**config.mk**
```make
export PLATFORM = sky130hd
export DESIGN_NAME = ecc_page_report
export DESIGN_NICKNAME = d
export VERILOG_FILES = /design/src/rtl/ecc_rpt_pkg.sv /design/src/rtl/ecc_cnt_sat.sv /design/src/rtl/ecc_pkt_accum.sv /design/src/rtl/ecc_empty_detect.sv /design/src/rtl/ecc_rpt_regs.sv /design/src/rtl/ecc_page_report.sv
export SDC_FILE = /design/constraint.sdc
export NUM_CORES = 1
export LEC_CHECK = 0
export BUFFER_PORTS_ARGS = -buffer_cell sky130_fd_sc_hd__buf_2
export CAP_MARGIN = 20
export CORE_MARGIN = 2
export CORE_UTILIZATION = 46
export CTS_CLUSTER_DIAMETER = 40
export CTS_CLUSTER_SIZE = 25
export DETAILED_ROUTE_END_ITERATION = 12
export PLACE_DENSITY = 0.76
export SLEW_MARGIN = 40
export SYNTH_ARGS = -nofsm -noshare
export SYNTH_HDL_FRONTEND = slang
export SYNTH_SLANG_ARGS = --single-unit
```
**constraint.sdc**
```tcl
create_clock -name clk -period 2.4 [get_ports clk]
set_input_delay 0.48 -clock clk [delete_from_list [all_inputs] [get_ports clk]]
set_output_delay 0.48 -clock clk [all_outputs]
set_load 0.02 [all_outputs]
```
**src/rtl/ecc_rpt_pkg.sv**
```systemverilog
package ecc_rpt_pkg;
   localparam int RPT_CNT_W = 6;

   typedef struct packed {
      logic                 ok;
      logic                 rsvd;
      logic [RPT_CNT_W-1:0] cnt;
   } rpt_byte_t;

   typedef struct packed {
      rpt_byte_t rest;
      rpt_byte_t first;
   } rpt_word_t;

   localparam rpt_byte_t RPT_BYTE_CLR = '{ok: 1'b1, rsvd: 1'b0, cnt: '0};
   localparam rpt_word_t RPT_WORD_CLR = '{rest: RPT_BYTE_CLR, first: RPT_BYTE_CLR};
endpackage

```
**src/rtl/ecc_cnt_sat.sv**
```systemverilog
module ecc_cnt_sat #(
   parameter int IN_W  = 8,
   parameter int OUT_W = 6
) (
   input  logic [IN_W-1:0]  cnt_in,
   output logic [OUT_W-1:0] cnt_out
);
   if (IN_W < 1 || OUT_W < 1) begin : g_bad_w
      $error("ecc_cnt_sat: widths must be positive");
   end

   if (IN_W > OUT_W) begin : g_sat
      assign cnt_out = (|cnt_in[IN_W-1:OUT_W]) ? {OUT_W{1'b1}} : cnt_in[OUT_W-1:0];
   end else begin : g_ext
      assign cnt_out = OUT_W'(cnt_in);
   end
endmodule

```
**src/rtl/ecc_pkt_accum.sv**
```systemverilog
module ecc_pkt_accum
   import ecc_rpt_pkg::*;
#(
   parameter int CNT_IN_W = 8,
   parameter int IDX_W    = 4
) (
   input  logic                clk,
   input  logic                rst_n,
   input  logic                page_start,
   input  logic                pkt_valid,
   input  logic [IDX_W-1:0]    pkt_idx,
   input  logic [CNT_IN_W-1:0] pkt_err_cnt,
   input  logic                pkt_ok,
   output rpt_word_t           acc_next
);
   logic [RPT_CNT_W-1:0] sat_cnt;
   rpt_word_t            acc_q;
   logic                 is_first;

   ecc_cnt_sat #(.IN_W(CNT_IN_W), .OUT_W(RPT_CNT_W)) u_sat (
      .cnt_in (pkt_err_cnt),
      .cnt_out(sat_cnt)
   );

   assign is_first = (pkt_idx == '0);

   always_comb begin
      acc_next = page_start ? RPT_WORD_CLR : acc_q;
      if (pkt_valid) begin
         if (is_first) begin
            acc_next.first.cnt = sat_cnt;
            acc_next.first.ok  = pkt_ok;
         end else begin
            if (sat_cnt > acc_next.rest.cnt) begin
               acc_next.rest.cnt = sat_cnt;
            end
            acc_next.rest.ok = acc_next.rest.ok & pkt_ok;
         end
      end
   end

   always_ff @(posedge clk) begin
      if (!rst_n) begin
         acc_q <= RPT_WORD_CLR;
      end else begin
         acc_q <= acc_next;
      end
   end

   assert_clear_R6: assert property (@(posedge clk) disable iff (!rst_n)
      (page_start && !pkt_valid) |=> (acc_q == RPT_WORD_CLR));

   assert_fail_sticky_R4: assert property (@(posedge clk) disable iff (!rst_n)
      (pkt_valid && pkt_idx != '0 && !pkt_ok) |=> !acc_q.rest.ok);

   assert_sat_first_R5: assert property (@(posedge clk) disable iff (!rst_n)
      (pkt_valid && pkt_idx == '0 && int'(pkt_err_cnt) > 63) |=> (acc_q.first.cnt == 6'd63));

   assert_max_grow_R3: assert property (@(posedge clk) disable iff (!rst_n)
      (pkt_valid && pkt_idx != '0 && !page_start) |=> (acc_q.rest.cnt >= $past(acc_q.rest.cnt)));
endmodule

```
**src/rtl/ecc_empty_detect.sv**
```systemverilog
module ecc_empty_detect #(
   parameter int DATA_W = 8
) (
   input  logic              clk,
   input  logic              rst_n,
   input  logic              page_start,
   input  logic              byte_valid,
   input  logic [DATA_W-1:0] byte_data,
   output logic              empty_next
);
   logic seen_q, all_ff_q;
   logic seen_d, all_ff_d;

   always_comb begin
      seen_d   = page_start ? 1'b0 : seen_q;
      all_ff_d = page_start ? 1'b1 : all_ff_q;
      if (byte_valid) begin
         seen_d   = 1'b1;
         all_ff_d = all_ff_d & (&byte_data);
      end
   end

   assign empty_next = seen_d & all_ff_d;

   always_ff @(posedge clk) begin
      if (!rst_n) begin
         seen_q   <= 1'b0;
         all_ff_q <= 1'b1;
      end else begin
         seen_q   <= seen_d;
         all_ff_q <= all_ff_d;
      end
   end

   assert_nonff_clears_R8: assert property (@(posedge clk) disable iff (!rst_n)
      (byte_valid && !(&byte_data)) |=> !all_ff_q);

   assert_start_unseen_R6: assert property (@(posedge clk) disable iff (!rst_n)
      (page_start && !byte_valid) |=> !seen_q);
endmodule

```
**src/rtl/ecc_rpt_regs.sv**
```systemverilog
module ecc_rpt_regs
   import ecc_rpt_pkg::*;
#(
   parameter int          ADDR_W      = 12,
   parameter int          RD_W        = 32,
   parameter logic [11:0] REPORT_ADDR = 12'h1C0,
   parameter logic [11:0] STATUS_ADDR = 12'h02C,
   parameter int          EMPTY_BIT   = 16
) (
   input  logic              clk,
   input  logic              rst_n,
   input  logic              page_end,
   input  rpt_word_t         rpt_next,
   input  logic              empty_next,
   input  logic              rd_en,
   input  logic [ADDR_W-1:0] rd_addr,
   output logic [RD_W-1:0]   rd_data
);
   localparam int RPT_W = $bits(rpt_word_t);

   if (RD_W < RPT_W || EMPTY_BIT >= RD_W) begin : g_bad_rd
      $error("ecc_rpt_regs: read width too small for report or status bit");
   end
   if (ADDR_W < 12) begin : g_bad_addr
      $error("ecc_rpt_regs: address width too small for register map");
   end

   rpt_word_t       report_q;
   logic            empty_q;
   logic [RD_W-1:0] rd_mux;

   always_ff @(posedge clk) begin
      if (!rst_n) begin
         report_q <= RPT_WORD_CLR;
         empty_q  <= 1'b0;
      end else if (page_end) begin
         report_q <= rpt_next;
         empty_q  <= empty_next;
      end
   end

   always_comb begin
      rd_mux = '0;
      if (rd_addr == ADDR_W'(REPORT_ADDR)) begin
         rd_mux = RD_W'(report_q);
      end else if (rd_addr == ADDR_W'(STATUS_ADDR)) begin
         rd_mux[EMPTY_BIT] = empty_q;
      end
   end

   always_ff @(posedge clk) begin
      if (!rst_n) begin
         rd_data <= '0;
      end else if (rd_en) begin
         rd_data <= rd_mux;
      end
   end

   assert_hold_R7: assert property (@(posedge clk) disable iff (!rst_n)
      !page_end |=> ($stable(report_q) && $stable(empty_q)));

   assert_commit_R10: assert property (@(posedge clk) disable iff (!rst_n)
      page_end |=> (report_q == $past(rpt_next)));

   assert_unmapped_R9: assert property (@(posedge clk) disable iff (!rst_n)
      (rd_en && rd_addr != ADDR_W'(REPORT_ADDR) && rd_addr != ADDR_W'(STATUS_ADDR))
      |=> (rd_data == '0));

   assert_rd_hold_R9: assert property (@(posedge clk) disable iff (!rst_n)
      !rd_en |=> $stable(rd_data));
endmodule

```
**src/rtl/ecc_page_report.sv**
```systemverilog
module ecc_page_report
   import ecc_rpt_pkg::*;
#(
   parameter int          CNT_IN_W    = 8,
   parameter int          IDX_W       = 4,
   parameter int          DATA_W      = 8,
   parameter int          ADDR_W      = 12,
   parameter int          RD_W        = 32,
   parameter logic [11:0] REPORT_ADDR = 12'h1C0,
   parameter logic [11:0] STATUS_ADDR = 12'h02C,
   parameter int          EMPTY_BIT   = 16
) (
   input  logic                clk,
   input  logic                rst_n,
   input  logic                page_start,
   input  logic                page_end,
   input  logic                pkt_valid,
   input  logic [IDX_W-1:0]    pkt_idx,
   input  logic [CNT_IN_W-1:0] pkt_err_cnt,
   input  logic                pkt_ok,
   input  logic                byte_valid,
   input  logic [DATA_W-1:0]   byte_data,
   input  logic                rd_en,
   input  logic [ADDR_W-1:0]   rd_addr,
   output logic [RD_W-1:0]     rd_data
);
   if (IDX_W < 1 || DATA_W < 1) begin : g_bad_top
      $error("ecc_page_report: index and data widths must be positive");
   end

   rpt_word_t rpt_next;
   logic      empty_next;

   ecc_pkt_accum #(.CNT_IN_W(CNT_IN_W), .IDX_W(IDX_W)) u_accum (
      .clk        (clk),
      .rst_n      (rst_n),
      .page_start (page_start),
      .pkt_valid  (pkt_valid),
      .pkt_idx    (pkt_idx),
      .pkt_err_cnt(pkt_err_cnt),
      .pkt_ok     (pkt_ok),
      .acc_next   (rpt_next)
   );

   ecc_empty_detect #(.DATA_W(DATA_W)) u_empty (
      .clk       (clk),
      .rst_n     (rst_n),
      .page_start(page_start),
      .byte_valid(byte_valid),
      .byte_data (byte_data),
      .empty_next(empty_next)
   );

   ecc_rpt_regs #(
      .ADDR_W     (ADDR_W),
      .RD_W       (RD_W),
      .REPORT_ADDR(REPORT_ADDR),
      .STATUS_ADDR(STATUS_ADDR),
      .EMPTY_BIT  (EMPTY_BIT)
   ) u_regs (
      .clk       (clk),
      .rst_n     (rst_n),
      .page_end  (page_end),
      .rpt_next  (rpt_next),
      .empty_next(empty_next),
      .rd_en     (rd_en),
      .rd_addr   (rd_addr),
      .rd_data   (rd_data)
   );
endmodule

```
==> flow_metrics.env <==
export IMPL_ioPinCount=72
export IMPL_cts_buffer_depth=2
export IMPL_place_congestion=0.784
export IMPL_ys_flop_type="dfxtp_1"
export IMPL_yosys_warnings=0
export IMPL_p_per_area_nw_per_um2=591
export IMPL_synth_area_top_cells="dfxtp_1 (43%), nor2b_1 (9.7%), buf_4 (4.7%)"
export IMPL_antenna_found_initial=0
export IMPL_cp_start_kind="input pin"
export IMPL_skew_ns=0.00722
export IMPL_routed_wl_um=4900
export IMPL_drv_cap=0
export IMPL_gr_total_overflow=0
export IMPL_drive_gt1_share_pct=31.1
export IMPL_cts_buffers_inserted=5
export IMPL_rsz0062_at_grt="false"
export IMPL_synth_top_area_share_pct=43.4
export IMPL_insertion_delay_ns=0.31
export IMPL_num_vias=1923
export IMPL_synthCells=262
export IMPL_die_h_um=76.2
export IMPL_use_met3_pct=3.91
export IMPL_portBuffers=56
export IMPL_met1_usage_pct=21.2
export IMPL_register_area_um2=1040
export IMPL_dp_hpwl_um=3630
export IMPL_nNetsFinal=370
export IMPL_core_um2=5070
export IMPL_area_growth_pct=19.8
export IMPL_antenna_left=0
export IMPL_pre_cts_slack_ns=-0.300
export IMPL_grt_usage_pct=18.0
export IMPL_busiest_layer="met2"
export IMPL_grt_max_degree=40
export IMPL_cp_arrival_ns=2.41
export IMPL_async_flop_share_pct=0
export IMPL_grt_pass1_vias=1812
export IMPL_grt_pass1_wl_um=8440
export IMPL_required_ns=2.60
export IMPL_initial_utilization_pct=47.2
export IMPL_synth_top_cell_by_area="dfxtp_1"
export IMPL_holdCritPathClass="input pin to register"
export IMPL_cts_sinks=52
export IMPL_ir_worst_vdd_uv=450
export IMPL_most_common_layout_cells="buf_2 (56), dfxtp_1 (52), nor2b_1 (37), nand2_1 (19), conb_1 (15)"
export IMPL_multi_input_area_um2=1230
export IMPL_fillers=474
export IMPL_setup_slack_ns=0.197
export IMPL_drc=0
export IMPL_dieArea_um2=5800
export IMPL_drtIter0Drc=84
export IMPL_post_cts_buffers=0
export IMPL_ys_seq_area_share_pct=43.4
export IMPL_period_minus_slack_ns=2.20
export IMPL_fin_util_pct=56.6
export IMPL_path_max_fanout=6
export IMPL_use_met2_pct=31.5
export IMPL_h_tree_depth=2
export IMPL_finalHoldViolCount=0
export IMPL_die_w_um=76.2
export IMPL_mostFrequentLayoutCell="buf_2"
export IMPL_crit_path_end_kind="register"
export IMPL_drv_slew=0
export IMPL_path_clk_slew_ns=0.09
export IMPL_slew_headroom_pct=61.4
export IMPL_synth_edf_count=0
export IMPL_synth_distinct_cells=41
export IMPL_hold_buffers=0
export IMPL_tritoncts="built"
export IMPL_firstDrtPassIters=4
export IMPL_vias_per_cell=4.87
export IMPL_cts_resized=0
export IMPL_p_leak_nw=1.34
export IMPL_antennaDiodeCount=0
export IMPL_status="completed"
export IMPL_synth_seq_cells=52
export IMPL_syn_area_per_cell_um2=9.15
export IMPL_post_drt_wl_per_cell_um=12.4
export IMPL_syn_area_um2=2400
export IMPL_fmax_ghz=0.454
export IMPL_setup_viol_count_final=0
export IMPL_clockRootBuffer="clkbuf_8"
export IMPL_fin_crit_sh_pct=91.8
export IMPL_rows=26
export IMPL_tightest_slew_ns=0.579
export IMPL_crit_type="input pin to register"
## worst max-delay path, stage by stage
cell and delay [ns]:
buf_2 0.10, or2_4 0.30, nor2_2 0.12, inv_1 0.07, ha_1 0.31, and4_4 0.15
a31o_1 0.21, a31o_2 0.29, mux2i_1 0.16, a22o_1 0.22
## registers in the layout (all words and copies together), names as in the netlist
register / count
u_regs.rd_data: 17
u_regs.empty_q: 1
u_regs.report_q: 16
u_empty.all_ff_q: 1
u_accum.acc_q: 16
u_empty.seen_q: 1
## synth_stat cells (3+ instances only)
cell type	number
dfxtp_1	52
nand2_1	19
o211a_1	6
inv_1	7
o21ai_0	4
or2_2	5
nand3_1	10
mux2i_1	7
a22o_1	3
clkbuf_1	10
a21oi_2	7
buf_4	15
o21ai_1	10
o21ba_1	3
a21oi_1	11
and2_1	13
nor2_1	7
nor2b_1	37
ha_1	6
## routing by layer
| layer | wire [um] | share of wire [%] |
|---|---|---|
| met5 | 0 | 0 |
| met4 | 99 | 2.0 |
| met3 | 209 | 4.3 |
| met2 | 2390 | 49 |
| met1 | 2190 | 45 |
## worst paths after layout
kind	startpoint	to	slack (ns)	cells past startpoint
max	pkt_err_cnt[7]	u_regs.report_q[13]$_SDFFE_PN0P_	0.20	10
min	byte_valid	u_empty.seen_q$_SDFF_PN0_	0.44	3
max reg2reg	u_accum.acc_q[13]$_SDFF_PN0_	u_regs.report_q[13]$_SDFFE_PN0P_	0.51	7
min reg2reg	u_empty.all_ff_q$_SDFF_PN1_	u_empty.all_ff_q$_SDFF_PN1_	0.47	2
## per-stage QoR
| step | hold WS, ns | setup TNS (ns) | power (mW) | cells | instance area (um2) |
|---|---|---|---|---|---|
| final | 0.441 | 0 | 1.70 | 395 | 2870 |
| after global routing | 0.463 | 0 | 1.78 | 395 | 2870 |
| after CTS | 0.438 | 0 | 1.71 | 395 | 2870 |
| after detailed placement | 0.455 | -3.09 | 1.13 | 387 | 2760 |
| after global placement | 0.448 | -2.78 | 1.12 | 387 | 2760 |
| after floorplan | 0.429 | 0 | 1.07 | 276 | 2480 |
## kinds of logic after synthesis
logic type / count (synthesis) / share of synthesized area (%)
AOI/OAI and AO/OA: 53 / 15.9
adders and majority gates: 6 / 3.13
buffers and inverters: 36 / 8.66
DFF: 52 / 43.4
muxes: 7 / 2.92
other: 1 / 0.156
and+or+nand+nor: 107 / 25.8
## report_power, final
part | switching, mW | total, mW | internal [mW]
logic | 0.116 | 0.207 | 0.0914
clock network | 0.278 | 0.588 | 0.310
registers | 0.0130 | 0.904 | 0.890
## final cells by class
type / instances / share of cell area (%)
Clock inverter: 2 / 1.22
Multi-Input combinational cell: 188 / 42.7
Timing Repair Buffer: 69 / 13.2
Inverter: 8 / 1.05
Tap cell: 70 / 3.05
Sequential cell: 52 / 36.3
Clock buffer: 6 / 2.53
No activity file was read; power rests on OpenSTA's default activity.
